## config.mk

```make
export PLATFORM = sky130hd
export DESIGN_NAME = usb_ls_rx
export DESIGN_NICKNAME = d
export VERILOG_FILES = /design/src/rtl/usb_ls_rx_pkg.sv /design/src/rtl/usb_ls_rx_dp.sv /design/src/rtl/usb_ls_rx_ctrl.sv /design/src/rtl/usb_ls_rx.sv
export SDC_FILE = /design/constraint.sdc
export NUM_CORES = 1
export LEC_CHECK = 0
export BUFFER_PORTS_ARGS = -buffer_cell sky130_fd_sc_hd__clkbuf_2
export CORE_ASPECT_RATIO = 0.6
export CORE_MARGIN = 4
export CORE_UTILIZATION = 46
export CTS_CLUSTER_DIAMETER = 150
export CTS_CLUSTER_SIZE = 10
export DETAILED_ROUTE_END_ITERATION = 8
export GPL_TIMING_DRIVEN = 0
export PLACE_DENSITY = 0.7
export SLEW_MARGIN = 20
export SYNTH_ARGS = -nofsm -noshare
export SYNTH_HDL_FRONTEND = slang
export SYNTH_HIERARCHICAL = 1
export SYNTH_SLANG_ARGS = --single-unit
```

## constraint.sdc

```tcl
create_clock -name clk -period 2.8 [get_ports clk]
set_input_delay 0.42 -clock clk [delete_from_list [all_inputs] [get_ports clk]]
set_output_delay 0.42 -clock clk [all_outputs]
set_load 0.05 [all_outputs]
```

## src/rtl/usb_ls_rx_pkg.sv

```systemverilog
`timescale 1ns/1ps
package usb_ls_rx_pkg;

  // Strobes from the control FSM to the datapath.
  typedef struct packed {
    logic clearRx;  // sync accepted: initialise decoder state
    logic runRx;    // receive in progress
  } rx_ctl_t;

  typedef enum logic [2:0] {
    S_IDLE,
    S_WAITJ,
    S_HUNT,
    S_CHECK,
    S_RECV
  } rx_state_t;

endpackage

```

## src/rtl/usb_ls_rx_dp.sv

```systemverilog
`timescale 1ns/1ps
module usb_ls_rx_dp
  import usb_ls_rx_pkg::*;
#(
  parameter int CLKS_PER_BIT = 8,
  parameter int BUF_BYTES    = 11,
  parameter int STUFF_RUN    = 6,
  localparam int LEN_W       = $clog2(BUF_BYTES + 1)
) (
  input  logic             clk,
  input  logic             rstN,
  input  logic             dPlus,
  input  logic             dMinus,
  input  rx_ctl_t          ctl,
  output logic             tick,
  output logic             endHit,
  output logic             ovfHit,
  output logic [LEN_W-1:0] byteCnt,
  output logic [7:0]       byteData,
  output logic             byteValid
);

  localparam int PH_W  = (CLKS_PER_BIT > 1) ? $clog2(CLKS_PER_BIT) : 1;
  localparam int RUN_W = $clog2(STUFF_RUN + 1);
  localparam logic [PH_W-1:0]  PH_LAST   = PH_W'(CLKS_PER_BIT - 1);
  localparam logic [PH_W-1:0]  PH_SAMPLE = PH_W'(CLKS_PER_BIT / 2);
  localparam logic [RUN_W-1:0] RUN_MAX   = RUN_W'(STUFF_RUN);
  localparam logic [LEN_W-1:0] LEN_MAX   = LEN_W'(BUF_BYTES);

  logic             prevDm;
  logic [PH_W-1:0]  ph;
  logic [PH_W-1:0]  phNow;
  logic             edgeSeen;
  logic             lastLvl;
  logic [RUN_W-1:0] onesCnt;
  logic [2:0]       slot;
  logic [6:0]       shreg;
  logic [7:0]       nextSh;
  logic             decoded;
  logic             stuffNow;
  logic             se0;
  logic             completing;

  // Bit-phase tracking: a dMinus transition marks phase 0 of a bit.
  assign edgeSeen = (dMinus != prevDm);
  assign phNow    = edgeSeen ? '0 : ph;
  assign tick     = (phNow == PH_SAMPLE);

  assign se0        = ~dPlus & ~dMinus;
  assign decoded    = (dMinus == lastLvl);
  assign stuffNow   = (onesCnt == RUN_MAX);
  assign nextSh     = {decoded, shreg};
  assign endHit     = ctl.runRx & tick & se0 & (slot != 3'd0);
  assign completing = ctl.runRx & tick & ~endHit & ~stuffNow & (slot == 3'd7);
  assign ovfHit     = completing & (byteCnt == LEN_MAX);

  always_ff @(posedge clk) begin
    if (!rstN) begin
      prevDm    <= 1'b1;
      ph        <= '0;
      lastLvl   <= 1'b0;
      onesCnt   <= '0;
      slot      <= '0;
      shreg     <= '0;
      byteCnt   <= '0;
      byteData  <= '0;
      byteValid <= 1'b0;
    end else begin
      prevDm    <= dMinus;
      ph        <= edgeSeen ? PH_W'(1) : ((ph == PH_LAST) ? '0 : ph + 1'b1);
      byteValid <= 1'b0;
      if (ctl.clearRx) begin
        lastLvl <= 1'b0;          // sync ends on K
        onesCnt <= RUN_W'(1);     // final sync bit is a decoded 1
        slot    <= '0;
        shreg   <= '0;
        byteCnt <= '0;
      end else if (ctl.runRx && tick && !endHit) begin
        lastLvl <= dMinus;
        if (stuffNow) begin
          onesCnt <= '0;
        end else begin
          shreg   <= nextSh[7:1];
          onesCnt <= decoded ? onesCnt + 1'b1 : '0;
          slot    <= slot + 3'd1;
          if (completing && !ovfHit) begin
            byteValid <= 1'b1;
            byteData  <= nextSh;
            byteCnt   <= byteCnt + 1'b1;
          end
        end
      end
    end
  end

  // a delivered byte lasts one cycle and only comes out of a receive
  p_byte_pulse_r4: assert property (@(posedge clk) disable iff (!rstN)
    byteValid |=> !byteValid);
  p_byte_in_recv_r4: assert property (@(posedge clk) disable iff (!rstN)
    byteValid |-> $past(ctl.runRx));
  // the run of ones never passes the stuffing limit
  p_run_limit_r5: assert property (@(posedge clk) disable iff (!rstN)
    onesCnt <= RUN_MAX);
  // the overflowing byte is never delivered
  p_no_overflow_byte_r9: assert property (@(posedge clk) disable iff (!rstN)
    ovfHit |=> !byteValid);

endmodule

```

## src/rtl/usb_ls_rx_ctrl.sv

```systemverilog
`timescale 1ns/1ps
module usb_ls_rx_ctrl
  import usb_ls_rx_pkg::*;
#(
  parameter int HUNT_WIN  = 16,
  parameter int SHORT_LEN = 3,
  parameter int LEN_W     = 4
) (
  input  logic             clk,
  input  logic             rstN,
  input  logic             dPlus,
  input  logic             dMinus,
  input  logic             tick,
  input  logic             endHit,
  input  logic             ovfHit,
  input  logic [LEN_W-1:0] byteCnt,
  output rx_ctl_t          ctl,
  output logic             pktEnd,
  output logic             pktShort,
  output logic             errSync,
  output logic             errOverflow
);

  localparam int HUNT_W = $clog2(HUNT_WIN + 1);
  localparam logic [HUNT_W-1:0] HUNT_LAST = HUNT_W'(HUNT_WIN - 1);

  rx_state_t         state;
  logic [HUNT_W-1:0] huntCnt;
  logic              chkSeen;
  logic              lineK;

  assign lineK = dPlus & ~dMinus;

  always_comb begin
    ctl         = '0;
    ctl.runRx   = (state == S_RECV);
    ctl.clearRx = (state == S_CHECK) & tick & chkSeen & lineK;
  end

  always_ff @(posedge clk) begin
    if (!rstN) begin
      state       <= S_IDLE;
      huntCnt     <= '0;
      chkSeen     <= 1'b0;
      pktEnd      <= 1'b0;
      pktShort    <= 1'b0;
      errSync     <= 1'b0;
      errOverflow <= 1'b0;
    end else begin
      pktEnd      <= 1'b0;
      pktShort    <= 1'b0;
      errSync     <= 1'b0;
      errOverflow <= 1'b0;
      unique case (state)
        S_IDLE:  if (lineK) state <= S_WAITJ;
        S_WAITJ: if (dMinus) begin
          state   <= S_HUNT;
          huntCnt <= '0;
        end
        S_HUNT: begin
          if (lineK) begin
            state   <= S_CHECK;
            chkSeen <= 1'b0;
          end else if (huntCnt == HUNT_LAST) begin
            errSync <= 1'b1;
            state   <= S_IDLE;
          end else begin
            huntCnt <= huntCnt + 1'b1;
          end
        end
        S_CHECK: if (tick) begin
          if (!chkSeen) begin
            chkSeen <= 1'b1;      // centre of the first K: wait one more bit
          end else if (lineK) begin
            state <= S_RECV;
          end else begin
            state   <= S_HUNT;
            huntCnt <= '0;
          end
        end
        S_RECV: begin
          if (endHit) begin
            pktEnd   <= 1'b1;
            pktShort <= (byteCnt < LEN_W'(SHORT_LEN));
            state    <= S_IDLE;
          end else if (ovfHit) begin
            errOverflow <= 1'b1;
            state       <= S_IDLE;
          end
        end
        default: state <= S_IDLE;
      endcase
    end
  end

  // terminal events are exclusive
  p_events_onehot_r10: assert property (@(posedge clk) disable iff (!rstN)
    $onehot0({pktEnd, errSync, errOverflow}));
  // end strobe lasts one cycle
  p_end_pulse_r6: assert property (@(posedge clk) disable iff (!rstN)
    pktEnd |=> !pktEnd);
  // handshake marker only with an end strobe
  p_short_with_end_r8: assert property (@(posedge clk) disable iff (!rstN)
    pktShort |-> pktEnd);
  // a sync error comes from the hunt and returns to idle
  p_sync_err_from_hunt_r3: assert property (@(posedge clk) disable iff (!rstN)
    errSync |-> ($past(state) == S_HUNT) && (state == S_IDLE));
  // receive is entered only on a K sample
  p_recv_entry_r2: assert property (@(posedge clk) disable iff (!rstN)
    ((state == S_RECV) && ($past(state) != S_RECV)) |-> $past(lineK));

endmodule

```

## src/rtl/usb_ls_rx.sv

```systemverilog
`timescale 1ns/1ps
module usb_ls_rx
  import usb_ls_rx_pkg::*;
#(
  parameter int CLKS_PER_BIT = 8,
  parameter int BUF_BYTES    = 11,
  parameter int HUNT_WIN     = 2 * CLKS_PER_BIT,
  parameter int STUFF_RUN    = 6,
  parameter int SHORT_LEN    = 3,
  localparam int LEN_W       = $clog2(BUF_BYTES + 1)
) (
  input  logic             clk,
  input  logic             rstN,
  input  logic             dPlus,
  input  logic             dMinus,
  output logic [7:0]       byteData,
  output logic             byteValid,
  output logic             pktEnd,
  output logic [LEN_W-1:0] pktLen,
  output logic             pktShort,
  output logic             errSync,
  output logic             errOverflow
);

  rx_ctl_t          ctl;
  logic             tick;
  logic             endHit;
  logic             ovfHit;
  logic [LEN_W-1:0] byteCnt;

  usb_ls_rx_dp #(
    .CLKS_PER_BIT(CLKS_PER_BIT),
    .BUF_BYTES   (BUF_BYTES),
    .STUFF_RUN   (STUFF_RUN)
  ) i_dp (
    .clk      (clk),
    .rstN     (rstN),
    .dPlus    (dPlus),
    .dMinus   (dMinus),
    .ctl      (ctl),
    .tick     (tick),
    .endHit   (endHit),
    .ovfHit   (ovfHit),
    .byteCnt  (byteCnt),
    .byteData (byteData),
    .byteValid(byteValid)
  );

  usb_ls_rx_ctrl #(
    .HUNT_WIN (HUNT_WIN),
    .SHORT_LEN(SHORT_LEN),
    .LEN_W    (LEN_W)
  ) i_ctrl (
    .clk        (clk),
    .rstN       (rstN),
    .dPlus      (dPlus),
    .dMinus     (dMinus),
    .tick       (tick),
    .endHit     (endHit),
    .ovfHit     (ovfHit),
    .byteCnt    (byteCnt),
    .ctl        (ctl),
    .pktEnd     (pktEnd),
    .pktShort   (pktShort),
    .errSync    (errSync),
    .errOverflow(errOverflow)
  );

  assign pktLen = byteCnt;

endmodule

```

* Word-level counts from Yosys, hierarchy flattened
Cells that the tools add are included.
Word-level totals: input port bits 4, output and inout bits 17, register bits 44
Operators by class: bitwise gates (word level) 21, reductions and logical operators 23, muxes and demuxes 31, $lt $le $gt $ge 1, add/sub/neg operators 5, equal/unequal tests 22
Operator list (count):
- 3-bit two-way mux | 12
- 5-bit two-way mux | 6
- 3-bit equality test, second input constant | 5
- 3-bit one-hot mux with 5 select lines | 1
- 5-bit one-hot mux with 3 select lines | 1
- 1-bit bitwise AND | 12
- 1-bit two-way mux | 10
- 3-bit by 1-bit adder with 3-bit output, second input constant | 3
- 1-bit NOT | 9
- 3-bit AND reduction | 3
- 3-bit OR reduction | 3
- 2-bit by 1-bit inequality test with 1-bit output, second input constant | 4
- 2-bit inequality test, second input constant | 4
- 7-bit AND reduction | 1
- 3-bit by 2-bit equality test with 1-bit output, second input constant | 2
- 6-bit AND reduction | 1
- 3-bit nonzero test | 2
- 5-bit by 1-bit adder with 5-bit output, second input constant | 1
- 5-bit by 4-bit equality test with 1-bit output, second input constant | 1
- 4-bit by 1-bit adder with 4-bit output, second input constant | 1
- 4-bit equality test, second input constant | 1
- 4-bit by 2-bit < comparator with 1-bit output, second input constant | 1
- 2-bit AND reduction | 2
- 4-bit AND reduction | 1
- other kinds (12) | 16

* Logic depth before layout (Yosys ltp)
Gate-level depths: netlist (run 1).
depth in word-level cells 14, gate-level depth with buffers 10, mapped depth without buffers 9

* Modules after synthesis
Netlist (run 1), hierarchy kept.
By module, submodules not included:
- usb_ls_rx_dp | instances 1, area each 1475.2 µm², cells an instance 160
- usb_ls_rx_ctrl | instances 1, area each 671.9 µm², cells an instance 74

* Worst setup path after synthesis (run 1)
OpenSTA, ideal clock, no wires.
kind in2reg, start input dMinus, end register i_dp.lastLvl, slack 424 ps, path buffers 3, setup time 128 ps, cell stages on the path 9, data required time 2672 ps, arrival 2249 ps, cell sequence buf_6 xor2_1 nor4b_1 nand2_1 nor2_1 nand2b_1 buf_1 clkbuf_1 nor2_1
RTL lines:
- start: declaration | line usb_ls_rx.sv:15 | input logic dMinus,
- end signal: assignment | line usb_ls_rx_dp.sv:79 | lastLvl <= dMinus;
- end: declaration | line usb_ls_rx_dp.sv:34 | logic lastLvl;

==> summary.txt, run 1 <==
Run
  – Max-cap violations: 0

Hold path
  – Worst Hold End: i_dp/byteData[0]$_SDFFE_PN0P_
  – Hold Path Origin: i_dp/byteData[0]$_SDFFE_PN0P_
  – Worst hold stages: 2
  – Hold WC Path Type: register to register

Setup path
  – Worst setup path class: register to register
  – Crit start category: register
  – Critical Path End Type: register
  – CP Data Required Time: 2980 ps
  – Critical R2R Launch: i_ctrl/state[0]$_SDFFE_PN0P_
  – Critical-path maximum fanout: 10
  – Reg2reg end: i_ctrl/state[2]$_SDFFE_PN0P_
  – Reg2Reg Setup Slack: 220 ps
  – Reg2Reg Depth: 10
  – Worst endpoint data arrival time: 2750 ps

Power and ir drop
  – Power Total: 1.19 mW
  – Sequential share of power: 53.6%
  – Leak: approximately 0.9 nW
  – Sw frac: 22.6%
  – Sw Pwr: 0.268 mW
  – Logic gate share of total power: 5.7%
  – Maximum VDD drop: 0.195 mV
  – Clock power share: between 40% and 50%
  – PwrDens: just under 500 nW/µm²
  – Pint: 0.920 mW

Cells and area
  – Design Area, Final: 2450 µm²
  – Nets@finish: approximately 280
  – Share of post-route cells with drive strength above 1: 16.4%
  – Synth-to-layout area growth: 13.9%
  – Commonest non-fill, non-tap cell in the layout: dfxtp_1
  – Diode count: 0
  – Most frequent cells in the layout: dfxtp_1, nand2_1, clkbuf_2

Synth
  – Syn Nets: 248
  – Multiplexer share of the synthesized area: 5.59%
  – Synth Cell Area: between 2000 and 2500 µm²
  – Post-Synth XOR/XNOR Area: ~2.1%
  – Yosys cell types: 47
  – Post-synthesis adder-cell area fraction: a little under 6%
  – Post-synth ARST share: 0%
  – Mapped Cells: 234
  – Share of the synthesized area in the top cell type: ~41%
  – Synth warnings: 6
  – Simple-Gate Fraction of Synth Area: 25.8%
  – Leading area contributor after synthesis: dfxtp_1
  – Sequential area share after synthesis: 41.0%
  – Main synth FF type: dfxtp_1
  – Avg Inst Size Synth: 9.18 µm²
  – Compound-cell area share of the yosys netlist: between 10% and 20%
  – Synth Register Bits: 44
  – Number of synthesized flops with an enable pin: 0
  – Largest family of logic cells by synthesized area: simple AND/OR/NAND/NOR gates
  – Synth area leaders: dfxtp_1, ha_1, mux2i_1

GRT
  – Gr ovfl total: 0
  – Vias in the first global route: roughly 1600
  – Largest net degree at the start of global routing: 15
  – Global-route usage over all layers: between 10% and 20%
  – Global-route wire length before repair: around 7900 µm
  – Initial antenna violation count: 0

Floorplan
  – Initial Util: 49.9%
  – Die height: 60.9 µm
  – Std cell rows: 18
  – Full die area: 5860 µm²
  – I/O pin cnt: 21
  – Core Footprint: 4300 µm²
  – Die width: 96.2 µm

Drt
  – Detailed-route wire length: 4600 µm
  – DR vias/cell: 5.58
  – Iter 0 DRT Violations: 174
  – Wirelength per Cell: 14.3 µm
  – Via Count: roughly 1800
  – Antenna violation net count after detailed routing: 0
  – Drt drc: 0
  – Drt first pass iters: 4

Place
  – Port Buffer Count: 20
  – Final HPWL DP: 3420 µm
  – Gp weighted congestion: 0.822
  – Area post-placement: about 2300 µm²

Clocking
  – Max clock buf depth: 2
  – TritonCTS buffer count: 5
  – Clk_lat worst skew: 300 ps
  – Root Driver: clkbuf_8
  – CTS clock-pin slew for the worst setup and hold paths: approximately 90 ps
  – Htree depth: 2
  – TritonCTS clock tree: done
  – Clock sinks: 44

Timing
  – RSZ-0062 raised after global routing: false
  – Time the worst path needs with I/O delays and setup: 2580 ps
  – Fmax: 388 MHz
  – Slew margin rel.: 57.5%
  – Clock skew: between 10 and 15 ps
  – Part of the cycle the worst path needs: between 90 and 100%
  – Final setup fails: 0
  – Final Hold Viols: 0
  – Final Max Tran Viols: 0
  – Slew at the pin closest to its max-slew limit: ~640 ps

Run status
  – Status: complete, no violations
registers in the layout (all words and copies together) (netlist names):
name / flops
i_ctrl/huntCnt: 5
i_dp/ph: 3
i_ctrl/errSync: 1
i_dp/byteCnt: 4
i_dp/byteData: 8
i_dp/lastLvl: 1
i_dp/slot: 3
i_dp/shreg: 7
i_ctrl/state: 3
i_dp/onesCnt: 3
i_dp/prevDm: 1
i_ctrl/chkSeen: 1
i_ctrl/errOverflow: 1
i_dp/byteValid: 1
i_ctrl/pktShort: 1
i_ctrl/pktEnd: 1
kinds of logic (layout without fill, tap and decap cells):
family,Yosys count,count (layout)
simple gates,99,99
compound gates,47,47
flops,44,44
buf+inv,19,47
mux,12,12
fa+ha+maj,10,10
xor+xnor,3,3
routing by layer:
layer	share of wire, %	vias up	GRT usage, %
li1	-	902	-
met4	1.1	0	4.66
met5	0	-	0
met3	6.7	6	4.34
met2	38	60	22.5
met1	54	828	27.9
layout make-up:
type,instances,area [µm²]
multi-input combinational,171,1180
clock buffer,5,68.8
sequential,44,881
tap,60,75.1
timing repair buffer,20,100
clock inverter,3,42.5
buffer,13,73.8
fill,391,1860
inverter,6,22.5
synth_stat cells (2+ instances only):
cell type	instances
nand2b_1	4
nand4_1	3
o21a_1	2
mux2i_1	12
dfxtp_1	44
o21ai_0	12
a21oi_1	17
o31ai_1	4
ha_1	10
or4_1	2
and3_1	3
nor4_1	4
or3_1	2
clkbuf_1	8
and4b_1	3
nor2b_1	7
nand2_1	31
nor3_4	2
nor3_1	3
nand3_1	16
buf_6	3
nand3b_1	3
inv_1	6
nor2_1	10
worst max path at each step:
| stage | start | to | slack, ps | depth (start not counted) |
|---|---|---|---|---|
| final | i_ctrl/state[0]$_SDFFE_PN0P_ | i_ctrl/state[2]$_SDFFE_PN0P_ | 220 | 10 |
| after global routing | i_ctrl/state[0]$_SDFFE_PN0P_ | i_ctrl/state[2]$_SDFFE_PN0P_ | 30 | 10 |
| after CTS | i_ctrl/state[0]$_SDFFE_PN0P_ | i_ctrl/state[2]$_SDFFE_PN0P_ | 110 | 10 |
| after detailed placement | dMinus | i_dp/lastLvl$_SDFFE_PP0P_ | -390 | 10 |
| after global placement | dMinus | i_dp/byteCnt[3]$_SDFFE_PP0P_ | -450 | 10 |
| after floorplan | dMinus | i_dp/lastLvl$_SDFFE_PP0P_ | 420 | 9 |
stage by stage:
stage | hold WS, ps | util [%] | std cells | setup WS, ps | TNS [ps]
after floorplan | 435 | - | 234 | 424 | 0
after global placement | 443 | 54.0 | 314 | -451 | -4990
after detailed placement | 449 | 54.0 | 314 | -394 | -4040
after CTS | 463 | 56.7 | 322 | 112 | 0
after global routing | 494 | 56.9 | 322 | 31.4 | 0
final | 459 | 56.9 | 322 | 222 | 0
power by group through the flow:
| stage | combinational [mW] | sequential (mW) | clock, mW |
|---|---|---|---|
| 2_1_floorplan | 0.0484 | 0.649 | 0 |
| 3_3_place_gp | 0.0659 | 0.650 | 0 |
| 3_5_place_dp | 0.0669 | 0.651 | 0 |
| 4_1_cts | 0.0674 | 0.636 | 0.495 |
| 5_1_grt | 0.0750 | 0.637 | 0.525 |
| 6_report | 0.0675 | 0.636 | 0.484 |
critical path, stage by stage (launching register included):
cell,delay (ps)
dfxtp_1,330
clkbuf_1,220
nor3b_2,350
and4bb_2,330
o311a_1,270
clkbuf_1,380
nand3_1,120
nor2_1,150
nor2_1,50
a21boi_0,180
nor4_1,70
repair_timing:
| item | CTS | global route |
|---|---|---|
| hold buffers | 0 | 0 |
| gates resized for setup | 1 | 3 |
| endpoints found under the hold margin | 0 | 0 |
| endpoints found under the setup margin | 10 | 10 |
| buffers inserted | 0 | 0 |
Power figures use the tool's default switching activity.
==> run 2: changes to the inputs <==
--- a/config.mk
+++ b/config.mk
@@ -14,7 +14,6 @@
 export DETAILED_ROUTE_END_ITERATION = 8
 export GPL_TIMING_DRIVEN = 0
 export PLACE_DENSITY = 0.7
-export SLEW_MARGIN = 20
 export SYNTH_ARGS = -nofsm -noshare
 export SYNTH_HDL_FRONTEND = slang
 export SYNTH_HIERARCHICAL = 1
==> constraint.sdc (replaced) <==
create_clock -name clk -period 2.5 [get_ports clk]
set_input_delay 0.375 -clock clk [delete_from_list [all_inputs] [get_ports clk]]
set_output_delay 0.375 -clock clk [all_outputs]
set_load 0.05 [all_outputs]
==> run 2 against run 1 <==
  * Via count down 1.9%
  * Non-clock buffer count decreased by 1
  * Cell count down 0.31%
  * Combinational power is 14% higher
  * Critical endpoint unchanged
==> summary.txt, run 2 (synthesis gave the netlist of run 1 again) <==
Setup path
  – CP Data Required Time: 2680 ps (was 2980 ps)
  – Reg2Reg Depth: 10 (unchanged)
  – Reg2Reg Setup Slack: 140 ps (was 220 ps)
  – Critical-path maximum fanout: 10 (unchanged)
  – Worst endpoint data arrival time: 2540 ps (was 2750 ps)
  – Critical Path End Type: register (unchanged)
  – Setup crit end: i_ctrl/state[2]$_SDFFE_PN0P_ (unchanged)
  – Critical R2R Launch: i_ctrl/state[0]$_SDFFE_PN0P_ (unchanged)
  – Reg2reg end: i_ctrl/state[2]$_SDFFE_PN0P_ (unchanged)
  – Worst setup path class: register to register (unchanged)
  – Crit start category: register (unchanged)
  – Worst Setup SP: i_ctrl/state[0]$_SDFFE_PN0P_ (unchanged)

Cells and area
  – Synth-to-layout area growth: 14.6% (was 13.9%)
  – Most frequent cells in the layout: dfxtp_1, nand2_1, clkbuf_2 (unchanged)
  – Share of post-route cells with drive strength above 1: 16.9% (was 16.4%)
  – Diode count: 0 (unchanged)
  – Design Area, Final: 2460 µm² (was 2450 µm²)
  – Nets@finish: 274 (was 275)
  – Max FFs per register: 8 (unchanged)
  – Commonest non-fill, non-tap cell in the layout: dfxtp_1 (unchanged)
  – Final core occ: 57.2% (was 56.9%)
  – Largest regs: i_dp/byteData: 8 flops, i_dp/shreg: 7 flops, i_ctrl/huntCnt: 5 flops (unchanged)
  – Most flops, register: i_dp/byteData (unchanged)

Drt
  – Wirelength per Cell: 14.4 µm (was 14.3 µm)
  – Iter 0 DRT Violations: 158 (was 174)
  – Antenna violation net count after detailed routing: 0 (unchanged)
  – Detailed-route wire length: 4640 µm (was 4600 µm)
  – Drt drc: 0 (unchanged)
  – Via Count: 1762 (was 1796)
  – Drt first pass iters: 4 (unchanged)
  – DR vias/cell: 5.49 (was 5.58)

Timing
  – Final Hold Viols: 0 (unchanged)
  – Slew at the pin closest to its max-slew limit: 637 ps (was 636 ps)
  – Fmax: 423 MHz (was 388 MHz)
  – Final Max Tran Viols: 0 (unchanged)
  – Part of the cycle the worst path needs: 94.5% (was 92.1%)
  – Time the worst path needs with I/O delays and setup: 2360 ps (was 2580 ps)
  – Setup TNS: 0 ps (unchanged)
  – Slew margin rel.: 57.4% (was 57.5%)
  – Clock skew: 10.7 ps (was 10.6 ps)
  – Final setup fails: 0 (unchanged)

Floorplan
  – Initial Util: 49.9% (unchanged)
  – Die width: 96.2 µm (unchanged)
  – Core Footprint: 4300 µm² (unchanged)
  – Std cell rows: 18 (unchanged)
  – Die height: 60.9 µm (unchanged)
  – I/O pin cnt: 21 (unchanged)
  – Full die area: 5860 µm² (unchanged)

Run status
  – Status: complete, no violations (unchanged)

GRT
  – Vias in the first global route: 1585 (unchanged)
  – Largest net degree at the start of global routing: 15 (unchanged)
  – Initial antenna violation count: 0 (unchanged)
  – Gr ovfl total: 0 (unchanged)
  – Global-route wire length before repair: 7930 µm (was 7920 µm)
  – Global-route usage over all layers: 17.5% (was 17.4%)

Clocking
  – CTS clock-pin slew for the worst setup and hold paths: 80 ps (was 90 ps)
  – Max clock buf depth: 2 (unchanged)
  – Htree depth: 2 (unchanged)
  – Post-CTS Hold Buffers: 0 (unchanged)
  – TritonCTS buffer count: 5 (unchanged)
  – Clk_lat worst skew: 300 ps (about the same)
  – Clock sinks: 44 (unchanged)
  – Root Driver: clkbuf_8 (unchanged)
  – TritonCTS clock tree: done (unchanged)

Power and ir drop
  – PwrDens: 541 nW/µm² (was 486 nW/µm²)
  – Maximum VDD drop: 0.219 mV (was 0.195 mV)
  – Leak: 0.883 nW (was 0.882 nW)
  – Power Total: 1.33 mW (was 1.19 mW)

Place
  – Port Buffer Count: 20 (unchanged)
  – Area post-placement: 2320 µm² (unchanged)
  – Final HPWL DP: 3420 µm (unchanged)
  – Gp weighted congestion: 0.822 (unchanged)

Hold path
  – Hold WC Path Type: input pin to register (was register to register)

Run
  – Max-cap violations: 0 (unchanged)
[run 2: metrics by stage]
stage | setup WS, ps | hold WS [ps] | std cells
floorplan | 169 | 435 | 234
global placement | -706 | 443 | 314
detailed placement | -649 | 449 | 314
CTS | 65.5 | 418 | 322
global route | -5.11 | 449 | 321
finish | 138 | 424 | 321
[run 2: cell type report]
cell class | instances | area, µm²
Clock buffer | 5 | 68.8
Timing Repair Buffer | 20 | 100
Inverter | 6 | 22.5
Tap cell | 60 | 75.1
Multi-Input combinational cell | 171 | 1200
Sequential cell | 44 | 881
Fill cell | 385 | 1840
Buffer | 12 | 73.8
Clock inverter | 3 | 42.5
[run 2: worst min-delay path by stage]
stage | to | cells after the start | slack [ps] | from
2_1_floorplan | i_dp/byteData[0]$_SDFFE_PN0P_ | 2 | 430 | i_dp/shreg[0]$_SDFFE_PP0P_
3_3_place_gp | i_dp/byteData[7]$_SDFFE_PN0P_ | 2 | 440 | i_dp/byteData[7]$_SDFFE_PN0P_
3_5_place_dp | i_dp/byteData[0]$_SDFFE_PN0P_ | 2 | 450 | i_dp/byteData[0]$_SDFFE_PN0P_
4_1_cts | i_dp/prevDm$_SDFF_PN1_ | 2 | 420 | rstN
5_1_grt | i_dp/prevDm$_SDFF_PN1_ | 2 | 450 | rstN
6_report | i_dp/prevDm$_SDFF_PN1_ | 2 | 420 | rstN
[run 2: where the power goes]
part,total (mW),internal [mW],switching [mW]
registers,0.713,0.706,0.00729
logic,0.0772,0.0280,0.0492
clock network,0.542,0.296,0.246
[run 2: what timing repair did]
action,CTS,global route
pin swaps,0,1
hold endpoints to repair,0,0
resized for setup,4,4
setup buffers,0,0
setup endpoints to repair,18,11
[run 2: critical path, cell delays in order, from the launching register on]
cell and delay, ps:
dfxtp_1 330, clkbuf_1 230, nor3b_4 300, and4bb_2 320
o311a_1 270, clkbuf_4 230, nand3_1 80, nor2_1 160
nor2_1 50, a21boi_0 190, nor4_1 70
[run 2: per-layer routing]
layer  global-route usage, %  routed length [µm]
met5                       0                   0
met2                    22.6                1750
met3                    4.34                 324
met1                    27.9                2530
met4                    4.66                  25
